File: src/rtl/uart_acc_pkg.sv
package uart_acc_pkg;
  localparam int ACC_WIDTH  = 16;
  localparam int OVERSAMPLE = 8;
  localparam int DATA_BITS  = 8;
  localparam int SET_WIDTH  = 32;

  typedef enum logic [1:0] {
    TX_IDLE, TX_START, TX_DATA, TX_STOP
  } tx_state_e;

  typedef enum logic [1:0] {
    RX_IDLE, RX_START, RX_DATA, RX_STOP
  } rx_state_e;
endpackage

File: src/rtl/uart_acc_tick.sv
module uart_acc_tick #(
  parameter int ACC_W = uart_acc_pkg::ACC_WIDTH,
  parameter int SET_W = uart_acc_pkg::SET_WIDTH
) (
  input  logic             clk,
  input  logic             rst,
  input  logic [SET_W-1:0] rate_set,
  output logic             tick
);
  logic [ACC_W-1:0] acc_q;
  logic [ACC_W-1:0] inc_eff;
  logic [ACC_W:0]   sum;

  // settings beyond the accumulator range saturate
  assign inc_eff = (|rate_set[SET_W-1:ACC_W]) ? {ACC_W{1'b1}} : rate_set[ACC_W-1:0];
  assign sum     = {1'b0, acc_q} + {1'b0, inc_eff};

  always_ff @(posedge clk) begin
    if (rst) begin
      acc_q <= '0;
      tick  <= 1'b0;
    end else begin
      acc_q <= sum[ACC_W-1:0];
      tick  <= sum[ACC_W];
    end
  end


  tick_spacing_chk: assert property (@(posedge clk) disable iff (rst)
    (tick && !inc_eff[ACC_W-1] && $stable(rate_set)) |=> !tick);
endmodule

File: src/rtl/uart_acc_tx.sv
module uart_acc_tx
  import uart_acc_pkg::*;
#(
  parameter int OSR = OVERSAMPLE,
  parameter int DW  = DATA_BITS
) (
  input  logic          clk,
  input  logic          rst,
  input  logic          tick,
  input  logic          load,
  input  logic [DW-1:0] data,
  output logic          txd,
  output logic          busy
);
  localparam int CW = $clog2(OSR);
  localparam int BW = $clog2(DW);
  localparam logic [CW-1:0] LAST_T = CW'(OSR - 1);
  localparam logic [BW-1:0] LAST_B = BW'(DW - 1);

  tx_state_e     st;
  logic [CW-1:0] cnt;
  logic [BW-1:0] idx;
  logic [DW-1:0] sh;
  logic          bit_end;

  assign bit_end = tick && (cnt == LAST_T);

  always_ff @(posedge clk) begin
    if (rst) begin
      st   <= TX_IDLE;
      cnt  <= '0;
      idx  <= '0;
      sh   <= '0;
      txd  <= 1'b1;
      busy <= 1'b0;
    end else begin
      if (tick) cnt <= cnt + 1'b1;
      case (st)
        TX_IDLE: begin
          if (load) begin
            sh   <= data;
            txd  <= 1'b0;
            busy <= 1'b1;
            cnt  <= '0;
            st   <= TX_START;
          end
        end
        TX_START: begin
          if (bit_end) begin
            cnt <= '0;
            idx <= '0;
            txd <= sh[0];
            sh  <= sh >> 1;
            st  <= TX_DATA;
          end
        end
        TX_DATA: begin
          if (bit_end) begin
            cnt <= '0;
            if (idx == LAST_B) begin
              txd <= 1'b1;
              st  <= TX_STOP;
            end else begin
              txd <= sh[0];
              sh  <= sh >> 1;
              idx <= idx + 1'b1;
            end
          end
        end
        default: begin
          if (bit_end) begin
            cnt  <= '0;
            busy <= 1'b0;
            st   <= TX_IDLE;
          end
        end
      endcase
    end
  end


  idle_line_high_chk: assert property (@(posedge clk) disable iff (rst)
    !busy |-> txd);

  busy_ends_in_stop_chk: assert property (@(posedge clk) disable iff (rst)
    $fell(busy) |-> $past(st) == TX_STOP);

  load_ignored_chk: assert property (@(posedge clk) disable iff (rst)
    (busy && load && st != TX_STOP) |=> busy && $stable(idx));
endmodule

File: src/rtl/uart_acc_rx.sv
module uart_acc_rx
  import uart_acc_pkg::*;
#(
  parameter int OSR = OVERSAMPLE,
  parameter int DW  = DATA_BITS
) (
  input  logic          clk,
  input  logic          rst,
  input  logic          tick,
  input  logic          rxd,
  input  logic          ack,
  output logic          ready,
  output logic [DW-1:0] rx_data
);
  localparam int CW = $clog2(OSR);
  localparam int BW = $clog2(DW);
  localparam logic [CW-1:0] LAST_T = CW'(OSR - 1);
  localparam logic [CW-1:0] MID_T  = CW'(OSR / 2 - 1);
  localparam logic [BW-1:0] LAST_B = BW'(DW - 1);

  rx_state_e     st;
  logic          s1, s2, s3;
  logic [CW-1:0] cnt;
  logic [BW-1:0] idx;
  logic [DW-1:0] sh;
  logic          bit_mid;
  logic          done_ok;

  assign bit_mid = tick && (cnt == LAST_T);
  assign done_ok = (st == RX_STOP) && bit_mid && s2;

  always_ff @(posedge clk) begin
    if (rst) begin
      s1      <= 1'b1;
      s2      <= 1'b1;
      s3      <= 1'b1;
      st      <= RX_IDLE;
      cnt     <= '0;
      idx     <= '0;
      sh      <= '0;
      ready   <= 1'b0;
      rx_data <= '0;
    end else begin
      s1 <= rxd;
      s2 <= s1;
      s3 <= s2;
      if (ack) ready <= 1'b0;
      if (tick) cnt <= cnt + 1'b1;
      case (st)
        RX_IDLE: begin
          if (s3 && !s2) begin
            cnt <= '0;
            st  <= RX_START;
          end
        end
        RX_START: begin
          if (tick && cnt == MID_T) begin
            cnt <= '0;
            idx <= '0;
            st  <= s2 ? RX_IDLE : RX_DATA;
          end
        end
        RX_DATA: begin
          if (bit_mid) begin
            cnt <= '0;
            sh  <= {s2, sh[DW-1:1]};
            if (idx == LAST_B) st <= RX_STOP;
            else idx <= idx + 1'b1;
          end
        end
        default: begin
          if (bit_mid) begin
            cnt <= '0;
            st  <= RX_IDLE;
          end
          if (done_ok) begin
            rx_data <= sh;
            ready   <= 1'b1;
          end
        end
      endcase
    end
  end


  stop_high_chk: assert property (@(posedge clk) disable iff (rst)
    $rose(ready) |-> $past(s2) && $past(st) == RX_STOP);

  ready_holds_chk: assert property (@(posedge clk) disable iff (rst)
    (ready && !ack) |=> ready);

  ack_clears_chk: assert property (@(posedge clk) disable iff (rst)
    (ack && !(st == RX_STOP && tick)) |=> !ready);

  start_reject_chk: assert property (@(posedge clk) disable iff (rst)
    (st == RX_START && tick && cnt == MID_T && s2) |=> st == RX_IDLE && $stable(ready));
endmodule

File: src/rtl/uart_acc_core.sv
module uart_acc_core
  import uart_acc_pkg::*;
#(
  parameter int ACC_W = ACC_WIDTH,
  parameter int SET_W = SET_WIDTH,
  parameter int OSR   = OVERSAMPLE,
  parameter int DW    = DATA_BITS
) (
  input  logic             clk,
  input  logic             rst,
  input  logic [SET_W-1:0] rate_set,
  input  logic             tx_load,
  input  logic [DW-1:0]    tx_byte,
  input  logic             rx_ack,
  input  logic             rxd,
  output logic             txd,
  output logic             tx_busy,
  output logic             rx_ready,
  output logic [DW-1:0]    rx_byte
);
  logic tick;

  uart_acc_tick #(.ACC_W(ACC_W), .SET_W(SET_W)) u_tick (
    .clk(clk), .rst(rst), .rate_set(rate_set), .tick(tick)
  );

  uart_acc_tx #(.OSR(OSR), .DW(DW)) u_tx (
    .clk(clk), .rst(rst), .tick(tick), .load(tx_load), .data(tx_byte),
    .txd(txd), .busy(tx_busy)
  );

  uart_acc_rx #(.OSR(OSR), .DW(DW)) u_rx (
    .clk(clk), .rst(rst), .tick(tick), .rxd(rxd), .ack(rx_ack),
    .ready(rx_ready), .rx_data(rx_byte)
  );


  reset_state_chk: assert property (@(posedge clk)
    $past(rst) |-> txd && !tx_busy && !rx_ready);
endmodule

File: config.mk
export PLATFORM = sky130hd
export DESIGN_NAME = uart_acc_core
export DESIGN_NICKNAME = d
export VERILOG_FILES = /design/src/rtl/uart_acc_pkg.sv /design/src/rtl/uart_acc_tick.sv /design/src/rtl/uart_acc_tx.sv /design/src/rtl/uart_acc_rx.sv /design/src/rtl/uart_acc_core.sv
export SDC_FILE = /design/constraint.sdc
export NUM_CORES = 1
export LEC_CHECK = 0
export BUFFER_PORTS_ARGS = -buffer_cell sky130_fd_sc_hd__buf_4
export CORE_AREA = 4 4 100 102
export DETAILED_ROUTE_END_ITERATION = 8
export DIE_AREA = 0 0 104 106
export SYNTH_ARGS = -nofsm -noshare
export SYNTH_HDL_FRONTEND = slang
export SYNTH_SLANG_ARGS = --single-unit
export TNS_END_PERCENT = 5
File: constraint.sdc
create_clock -name clk -period 3.19 [get_ports clk]
set_input_delay 0.1595 -clock clk [delete_from_list [all_inputs] [get_ports clk]]
set_output_delay 0.1595 -clock clk [all_outputs]
set_load 0.02 [all_outputs]
======== After elaboration in Yosys (flattened, before gate mapping) ========
Index checks and enable logic that the tools add are counted.
word-level totals
  output and inout port bits .............. 11
  word-level logic and storage cells ...... 117
  input port bits ......................... 45
  register bits after elaboration ......... 63
operators by class
  reductions and logical operators ........ 26
  add/sub/neg operators ................... 5
  equal/unequal tests ..................... 20
  bitwise operators ....................... 2
  multiplexer cells ....................... 47
operators with widths
  kind                 count
  $mux 3               14
  $mux 8               4
  $pmux 8 s3           1
  $mux 2               11
  $pmux 3 s2           3
  $add 16x16->17       1
  $mux 16              1
  $reduce_or 16->1     1
  $reduce_and 5->1     3
  $ne 2x1->1 const B   7
  $add 3x1->3 const B  4
  $eq 3x3->1 const B   4
  $pmux 2 s3           2
  $reduce_and 4->1     3
  $mux 1               9
  $eq 2x2->1 const B   3
  $logic_and 1x1->1    6
  $ne 2x2->1 const B   3
  $reduce_bool 2->1    3
  $reduce_bool 3->1    2
  $eq 2x1->1 const B   2
  $logic_not 2->1      2
  $reduce_and 2->1     2
  $eq 3x2->1 const B   1
  7 further kinds      8

======== Depth between registers and ports, before layout ========
Gate-level depths: netlist (run 1).
  depth in word-level cells ............... 6
  mapped depth ............................ 11
  mapped depth without buffers ............ 10

======== Modules after synthesis ========
Synthesis (run 1) repeated with hierarchy kept, for this count alone.
unflattened totals
  cells, all modules ...................... 410
  area total of the unflattened synthesis .. 3,781.1 sq um
by module, submodules not included
  module         instances  area each (sq um)  cells each  sequential area each (sq um)
  uart_acc_tick  1          1,485.2            168         340.3
  uart_acc_rx    1          1,262.5            138         560.5
  uart_acc_tx    1          1,033.5            104         360.3

======== Worst setup path after synthesis (run 1) ========
Ideal clock, no wire load.
  path kind ............................... input to register
  from .................................... input rate_set[16]
  to ...................................... register u_tick.acc_q[14]
  data required time ...................... 3.069 ns
  library setup time ...................... 0.121 ns
  data arrival time ....................... 2.749 ns
  stages .................................. 11
  path slack .............................. 0.320 ns
  cell sequence ........................... nor4_1 > nand4_1 > clkbuf_1 > or2_2 > ha_1 > fa_1 > a21o_1 > a221oi_2 > or3_1 > a21o_1 > mux2_4
on the way
  word-level cells in the longest chain between the ends .. 3
ends and longest elaborated chain
  element               line                 source
  start, declared       uart_acc_core.sv:11  input logic [SET_W-1:0] rate_set,
  $reduce_or 16->1      uart_acc_tick.sv:15  assign inc_eff = (|rate_set[SET_W-1:ACC_W]) ? {ACC_W{1'b1}} : rate_set[ACC_W-1:0];
  $mux 16               uart_acc_tick.sv:15
  $add 16x16->17        uart_acc_tick.sv:16  assign sum = {1'b0, acc_q} + {1'b0, inc_eff};
  end signal, assigned  uart_acc_tick.sv:23  acc_q <= sum[ACC_W-1:0];
  end, declared         uart_acc_tick.sv:10  logic [ACC_W-1:0] acc_q;
Every way passes these cells.
A chain may end at the register's enable or synchronous reset.

======== Worst setup path in the final report (run 1) ========
Ends and elaborated chain as after synthesis.

==> impl_metrics.json, run 1 <==
{
  "status": "completed",
  "route.met3.wl_microns": 258,
  "crit-reg2reg-capture": "u_tx.sh[7]",
  "die_y_microns": 106,
  "port_buffers": 55,
  "core_sq_um": 9110,
  "finalSetupViolCount": 0,
  "async_flop_share": 0,
  "diodes": 0,
  "critPathLaunch": "rate_set[16]",
  "drive_gt1_frac": 0.253,
  "cts_tree": "built",
  "min_path_type": "primary input to flop",
  "grt_pass1_wl_microns": 12100,
  "skew_ps": 3.94,
  "antenna_found_initial": 0,
  "drc": 0,
  "numCtsBuffers": 9,
  "rr_startpoint": "u_tick.tick",
  "arrival_ps": 2820,
  "synth_common_cells": "dfxtp_1 (63), nor2_1 (50), nand2_1 (32), a21oi_1 (31), ha_1 (30)",
  "r2r_setup_slack_ps": 1060,
  "top_layer_used": "met4",
  "power_w": 0.00330,
  "cp.required_ps": 3420,
  "slew_headroom": 0.508,
  "synth.avg_cell_area_sq_um": 8.90,
  "clk_pin_slew_worst_paths_ps": 70,
  "wl_per_cell_microns": 12.4,
  "clock-sinks": 63,
  "vias_per_cell": 5.04,
  "first_pass_iters": 4,
  "nets": 510,
  "max_freq_mhz": 387,
  "fin_tns_setup_ps": 0,
  "yosysTopAreaCell": "dfxtp_1",
  "clk_latency_ps": 340,
  "wl_met1_microns": 3290,
  "yosys-top-cells-area": "dfxtp_1 (37%), ha_1 (11%), mux2i_1 (5.9%), nor2_1 (5.6%), a21oi_1 (4.6%)",
  "h-tree-depth": 3,
  "ioPinCount": 56,
  "maxCapViolations": 0,
  "wl_met2_microns": 3110,
  "rows": 35,
  "grt.overflow.total": 0,
  "grtUsageTotal": 0.131,
  "tightestPinTransition_ps": 737,
  "root_buffer": "clkbuf_8",
  "dpl.hpwl_microns": 4960,
  "crit_end": "u_tick.acc_q[14]",
  "place.gp.congestion": 0.797,
  "worstRegToRegCells": 5,
  "critPathKind": "primary input to flop",
  "synth_cell_type_count": 58,
  "syn_area_sq_um": 3370,
  "via_count": 2771,
  "period_share": 0.810,
  "ctsResizeCount": 0,
  "drt-total-wl_microns": 6810,
  "synthMostInstantiatedCell": "dfxtp_1",
  "power_density_nw_per_um2": 804,
  "synth_edf_count": 0,
  "dieArea_sq_um": 11000,
  "worst-path-max-fanout": 16,
  "syn_nets": 455,
  "clockBufferDepth": 2,
  "drtIter0Drc": 90,
  "irDropWorstVdd_mv": 0.334,
  "finalHoldViolCount": 0,
  "period_needed_ps": 2580,
  "grt_start_max_net_pins": 62,
  "final_core_util": 0.452,
  "yosys_most_used_dff": "dfxtp_1",
  "maxSlewViolCount": 0,
  "yosys_warnings": 0,
  "critPathLaunchType": "primary input",
  "drtAntennaViolNets": 0,
  "cellLeakagePower_nw": 1.75,
  "syn2layout_area_growth_pct": 22.0,
  "synth_seq_area_share": 0.374,
  "synth_seq_cells": 63,
  "rsz0062_at_grt": "false",
  "cp-end-kind": "flop",
  "grt_pass1_vias": 2767,
  "synth_top_cell_area_share": 0.374,
  "die_w_microns": 104,
  "start_util": 0.370,
  "syn_inst": 379
}
==> worst max-delay path: stages <==
cell,delay (ps)
buf_4,110
nor4_1,270
nand4_1,120
buf_4,200
or2_2,280
ha_1,220
fa_1,410
a21o_1,200
a221oi_2,250
or3_1,160
a21o_1,140
mux2_4,290
==> layout make-up <==
class | instances | area, sq um
Clock buffer | 13 | 159
Multi-Input combinational cell | 294 | 2020
Fill cell | 907 | 5000
Sequential cell | 63 | 1260
Timing Repair Buffer | 58 | 438
Clock inverter | 3 | 65.1
Tap cell | 111 | 139
Inverter | 8 | 30.0
==> power by group <==
group          total (W)  switching [W]  internal (W)
logic            0.00145       0.000749      0.000699
clock network   0.000790       0.000308      0.000482
registers        0.00107       0.000110      0.000956
==> state kept, by name, summed over array words and instances (netlist names) <==
register	flops
u_tick.tick	1
u_tx.cnt	3
u_rx.cnt	3
u_rx.rx_data	8
u_tick.acc_q	16
u_rx.sh	8
u_rx.idx	3
u_tx.st	2
u_tx.sh	8
u_rx.ready	1
u_rx.s3	1
u_tx.busy	1
u_tx.idx	3
u_rx.s1	1
u_rx.s2	1
u_rx.st	2
u_tx.txd	1
==> routing by layer <==
| layer | up-vias | GRT usage |
|---|---|---|
| met5 | - | 0 |
| met4 | 0 | 0.0598 |
| met3 | 10 | 0.0334 |
| met2 | 43 | 0.216 |
| met1 | 1276 | 0.160 |
| li1 | 1442 | - |
==> kinds of logic after synthesis <==
group | after synthesis | synth area share
AND/OR/NAND/NOR | 143 | 0.205
AO/OA/AOI/OAI | 79 | 0.155
flip-flops | 63 | 0.374
adder cells (fa/ha/maj) | 31 | 0.117
multiplexers | 30 | 0.0939
buffers and inverters | 22 | 0.0267
XOR/XNOR | 11 | 0.0286
==> cells in the final DEF, fill, tap and decap left out, types with 3 or more instances in the layout <==
| master | synthesis | routed |
|---|---|---|
| dfxtp_1 | 63 | 63 |
| buf_4 | 1 | 57 |
| nor2_1 | 50 | 50 |
| nand2_1 | 32 | 32 |
| a21oi_1 | 31 | 31 |
| ha_1 | 30 | 30 |
| or2_2 | 21 | 21 |
| mux2i_1 | 20 | 20 |
| clkbuf_8 | 0 | 11 |
| mux2_2 | 9 | 9 |
| inv_1 | 8 | 8 |
| a21o_1 | 8 | 8 |
| o21ai_0 | 7 | 7 |
| nor3_1 | 7 | 7 |
| nor2b_1 | 6 | 6 |
| xor2_1 | 6 | 6 |
| xnor2_1 | 5 | 5 |
| nand3_1 | 5 | 5 |
| nor4_1 | 4 | 4 |
| nand4_1 | 4 | 4 |
| a211oi_1 | 4 | 4 |
| o21bai_1 | 4 | 4 |
| a22oi_1 | 3 | 3 |
==> worst min-delay path by stage <==
stage	from	end	slack, ps	depth (start not counted)
2_1_floorplan	rxd	u_rx.s1	260	1
3_3_place_gp	rxd	u_rx.s1	350	2
3_5_place_dp	rxd	u_rx.s1	350	2
4_1_cts	rx_ack	u_rx.ready	100	4
5_1_grt	rx_ack	u_rx.ready	110	4
6_report	rx_ack	u_rx.ready	120	4
==> timing repair <==
item / 4_1_cts / 5_1_grt
buffers inserted: 0 / 0
endpoints found under the hold margin: 1 / 0
endpoints found under the setup margin: 0 / 0
hold buffers: 1 / 0
==> metrics by stage <==
step                      cell area, sq um  setup slack [ps]  hold slack, ps  cells
final                                 4110               606             115    550
after global routing                  4110               449             112    550
after CTS                             4110               607            99.9    550
after detailed placement              3880               238             347    533
after global placement                3880               313             347    533
after floorplan                       3370               320             263    379
No activity file was read; power rests on OpenSTA's default activity.
==> inputs of run 2 (changes only) <==
clock period = 2.3 ns   (was 3.19 ns; I/O delays follow)
==> run 2 against run 1 <==
  * The run now ends with setup timing left
  * Via count grew 5.5%
  * Clock power grew 24%
  * First-iteration DRC count shrank 7.8%
  * Worst setup slack lost 650 ps
  * Combinational power grew 79%
==> impl_metrics.json, run 2 (same netlist as run 1, synthesis figures left out) <==
{
  "worstRegToRegCells": 7,
  "ioPinCount": 56,
  "grt_pass1_vias": 2857,
  "die_w_microns": 104,
  "cp-end-kind": "flop",
  "numCtsBuffers": 9,
  "drtIter0Drc": 83,
  "maxSlewViolCount": 0,
  "final_common_cell": "buf_4",
  "period_share": 1.02,
  "largest_register_ffs": 16,
  "min_path_type": "primary input to flop",
  "cts_tree": "built",
  "regMostFlops": "u_tick.acc_q",
  "h-tree-depth": 3,
  "max_freq_mhz": 427,
  "clockBufferDepth": 2,
  "cp.required_ps": 2530,
  "clk_pin_slew_worst_paths_ps": 70,
  "finalHoldViolCount": 0,
  "seqPwrFrac": 0.291,
  "p_switching_w": 0.00178,
  "clk_latency_ps": 340,
  "irDropWorstVdd_mv": 0.463,
  "via_count": 2923,
  "nFillCells": 878,
  "holdPathStages": 4,
  "drt-total-wl_microns": 7280,
  "first_pass_iters": 4,
  "drc": 0,
  "root_buffer": "clkbuf_8",
  "syn2layout_area_growth_pct": 34.6,
  "combPwrFrac": 0.514,
  "seq_area_sq_um": 1260,
  "start_util": 0.370,
  "hold_path_end": "u_rx.ready",
  "core_sq_um": 9110,
  "die_y_microns": 106,
  "violations": "setup timing",
  "crit-reg2reg-capture": "u_tick.acc_q[14]",
  "wl_per_cell_microns": 12.5,
  "final_core_util": 0.498,
  "antenna_found_initial": 0,
  "port_buffers": 55,
  "clock-sinks": 63,
  "worst-path-max-fanout": 12,
  "intPower_w": 0.00326,
  "tightestPinTransition_ps": 634,
  "rows": 35,
  "rr_startpoint": "u_tick.acc_q[0]",
  "critPathLaunchType": "primary input",
  "cellLeakagePower_nw": 1.93,
  "worst_slack_ps": -42.2,
  "grt_pass1_wl_microns": 12600,
  "vias_per_cell": 5.01,
  "critPathKind": "primary input to flop",
  "diodes": 0,
  "nets": 544,
  "place.gp.congestion": 0.798,
  "r2r_setup_slack_ps": 310,
  "finalSetupViolCount": 2,
  "maxCapViolations": 0,
  "mostFrequentLayoutCells": "buf_4 (83), dfxtp_1 (63), nor2_1 (50)",
  "multi_input_area_sq_um": 2190,
  "worstHoldStart": "rx_ack",
  "grtUsageTotal": 0.137,
  "power_density_nw_per_um2": 1110,
  "slew_headroom": 0.577,
  "dpl.hpwl_microns": 5330,
  "drtAntennaViolNets": 0,
  "dp_slack_ps": -518,
  "period_needed_ps": 2340,
  "rsz0062_at_grt": "true",
  "skew_ps": 8.50,
  "post-cts-setup-buffers": 0,
  "swShare": 0.353,
  "arrival_ps": 2570,
  "dieArea_sq_um": 11000,
  "drive_gt1_frac": 0.347,
  "grt.overflow.total": 0,
  "clkPwrFrac": 0.195,
  "status": "finished with violations",
  "grt_start_max_net_pins": 62
}
==> run 2: worst max-delay path, cell delays in order <==
cell,delay [ps]
buf_6,90
nor4_2,260
nand4_1,140
buf_6,160
or2_4,240
ha_4,160
fa_2,350
a21o_1,210
a221oi_4,270
or3_4,170
a21o_1,120
mux2_4,290
==> run 2: how the worst max path moves through the flow <==
stage	from	to	slack, ps
3_5_place_dp	rate_set[19]	u_tick.acc_q[15]	-520
2_1_floorplan	rate_set[26]	u_tick.acc_q[14]	-350
3_3_place_gp	rate_set[16]	u_tick.acc_q[15]	-440
4_1_cts	rate_set[26]	u_tick.acc_q[14]	-40
5_1_grt	rate_set[19]	u_tick.acc_q[14]	-170
6_report	rate_set[16]	u_tick.acc_q[14]	-40
==> run 2: routing by layer <==
layer / GRT usage / vias up / share of wire
li1: - / 1517 / -
met1: 0.169 / 1339 / 0.47
met2: 0.220 / 51 / 0.45
met3: 0.0401 / 16 / 0.051
met4: 0.0617 / 0 / 0.023
met5: 0 / - / 0
==> run 2: cell type report <==
class	count	share of cell area
inverters	8	0.00662
clock buffers	12	0.0342
clock inverters	3	0.00937
multi-input cells	294	0.482
well taps	111	0.0306
repair buffers	92	0.159
flip-flops and latches	63	0.278
==> run 2: repair_timing <==
item                                   CTS  global route
setup endpoints to repair                8            10
pin swaps                                3             3
endpoints found under the hold margin    1             0
resized for setup                       15            11
hold buffers                             1             0
==> run 2: power groups by stage <==
stage	Sequential (W)	Combinational, W	Clock (W)
2_1_floorplan	0.00145	0.00167	0
3_3_place_gp	0.00147	0.00242	0
3_5_place_dp	0.00148	0.00244	0
4_1_cts	0.00147	0.00254	0.00101
5_1_grt	0.00150	0.00289	0.00106
6_report	0.00147	0.00259	0.000983
==> run 2: through the flow <==
stage          power, W  TNS (ps)  cell area [sq um]  hold slack (ps)  cells
2_1_floorplan   0.00312     -1220               3430              219    379
3_5_place_dp    0.00392     -4030               4190              302    567
6_report        0.00504     -49.5               4540             85.3    583
4_1_cts         0.00502     -47.9               4480             77.3    583
5_1_grt         0.00545      -898               4540             94.8    583
3_3_place_gp    0.00389     -3840               4190              303    567
==> inputs of run 3 (changes only) <==
RECOVER_POWER = 25   (was unset)
==> run 3 against run 2 <==
  * The flow still finishes with violations (setup timing)
  * Clock-buffer cell count unchanged
  * Die area is the same
  * Maximum frequency about the same
  * Sequential power barely moved
  * Combinational power is essentially flat
  * Core utilization shrank 0.45 points
==> impl_metrics.json, run 3 (same netlist as run 1, synthesis figures left out) <==
{
  "finalInstanceArea_sq_um": 4500,
  "drc": 0,
  "cp_top_family": "simple AND/OR/NAND/NOR gates",
  "crit_path_cell_trace": "buf_6 -> nor4_2 -> nand4_1 -> buf_6 -> or2_4 -> ha_4 -> fa_2 -> a21o_1 -> a221oi_4 -> or3_4 -> a21o_1 -> mux2_4",
  "cts_tree": "built",
  "worstPathBufferInverterCount": 2,
  "power_density_nw_per_um2": 1120,
  "multi_input_area_sq_um": 2190,
  "slew_headroom": 0.578,
  "die_w_microns": 104,
  "final_common_cell": "buf_4",
  "cp.required_ps": 2530,
  "h-tree-depth": 3,
  "cellLeakagePower_nw": 1.88,
  "maxSlewViolCount": 0,
  "finalHoldViolCount": 0,
  "grt.overflow.total": 0,
  "regMostFlops": "u_tick.acc_q",
  "wl_per_cell_microns": 12.5,
  "die_y_microns": 106,
  "largest_register_ffs": 16,
  "seq_area_sq_um": 1260,
  "grt_start_max_net_pins": 62,
  "fin_tns_setup_ps": -49.5,
  "period_needed_ps": 2340,
  "finalSetupViolCount": 2,
  "dp_slack_ps": -518,
  "drtIter0Drc": 89,
  "p_switching_w": 0.00178,
  "tightestPinTransition_ps": 633,
  "maxCapViolations": 0,
  "drt-total-wl_microns": 7300,
  "period_share": 1.02,
  "drive_gt1_frac": 0.324,
  "port_buffers": 55,
  "worst-path-max-fanout": 12,
  "via_count": 2922,
  "root_buffer": "clkbuf_8",
  "swShare": 0.354,
  "cp-end-kind": "flop",
  "clk_latency_ps": 340,
  "drtAntennaViolNets": 0,
  "dpl_cell_area_sq_um": 4190,
  "grtUsageTotal": 0.137,
  "arrival_ps": 2570,
  "vias_per_cell": 5.01,
  "worst_slack_ps": -42.2,
  "core_sq_um": 9110,
  "min_path_type": "primary input to flop",
  "critPathLaunchType": "primary input",
  "clkPwrFrac": 0.195,
  "dpl.hpwl_microns": 5330,
  "clock-sinks": 63,
  "rsz0062_at_grt": "true",
  "skew_ps": 8.50,
  "numCtsBuffers": 9,
  "syn2layout_area_growth_pct": 33.4,
  "max_freq_mhz": 427,
  "grt_pass1_wl_microns": 12600,
  "mostFrequentLayoutCells": "buf_4 (71), dfxtp_1 (63), nor2_1 (50)",
  "first_pass_iters": 4,
  "slowest_stage": "fa_2",
  "combPwrFrac": 0.513,
  "clockBufferDepth": 2,
  "dieArea_sq_um": 11000,
  "violations": "setup timing",
  "diodes": 0,
  "place.gp.congestion": 0.798,
  "clk_pin_slew_worst_paths_ps": 70,
  "rows": 35,
  "critPathMaxStageDelay_ps": 350,
  "nets": 544,
  "antenna_found_initial": 0,
  "status": "finished with violations",
  "irDropWorstVdd_mv": 0.463,
  "nFillCells": 891,
  "start_util": 0.370,
  "grt_pass1_vias": 2857,
  "critPathKind": "primary input to flop",
  "intPower_w": 0.00325,
  "ioPinCount": 56,
  "seqPwrFrac": 0.292
}
run 3: changes by cell type in the layout (fill, tap and decap cells not counted):
cell	before	now
buf_4	83	71
clkbuf_1	1	12
clkbuf_4	0	1
run 3: path summary, 6_finish.rpt:
kind                   start          endpoint  slack [ps]  depth (start not counted)
max             rate_set[16]  u_tick.acc_q[14]         -40                         12
min                   rx_ack        u_rx.ready          90                          4
max reg2reg  u_tick.acc_q[0]  u_tick.acc_q[14]         310                          7
min reg2reg          u_rx.s1           u_rx.s2         420                          1
run 3: power groups by stage:
stage	clock network [W]	logic [W]	registers (W)
after global placement	0	0.00242	0.00147
after detailed placement	0	0.00244	0.00148
final	0.000983	0.00258	0.00147
after floorplan	0	0.00167	0.00145
after CTS	0.00101	0.00254	0.00147
after global routing	0.00106	0.00287	0.00150
run 3: stage by stage:
| stage | total power (W) | util | hold slack (ps) | std cells |
|---|---|---|---|---|
| floorplan | 0.00312 | - | 219 | 379 |
| global placement | 0.00389 | 0.460 | 303 | 567 |
| detailed placement | 0.00392 | 0.460 | 302 | 567 |
| CTS | 0.00502 | 0.492 | 77.3 | 583 |
| finish | 0.00503 | 0.494 | 85.3 | 583 |
| global route | 0.00543 | 0.494 | 94.8 | 583 |
run 3: what timing repair did:
item	in CTS	in global routing
setup buffers	0	0
gates resized for setup	15	11
hold buffers	1	0
hold endpoints to repair	1	0
pin swaps	3	3
cloned	0	0
endpoints found under the setup margin	8	10
run 3: worst min-delay path, stage by stage:
cell     delay (ps)
buf_4           110
inv_1            40
a21oi_1          50
nor2_1           70
run 3: layout make-up:
type                       instances  share of cell area
clock inverter                     3             0.00946
inverter                           8             0.00668
tap                              111              0.0309
clock buffer                      12              0.0345
multi-input combinational        294               0.487
timing repair buffer              92               0.152
sequential                        63               0.280
run 3: layer usage:
layer,vias up,track usage,routed length (microns)
li1,1517,-,-
met1,1338,0.169,3430
met2,51,0.220,3310
met3,16,0.0401,386
met4,0,0.0617,165
met5,-,0,0
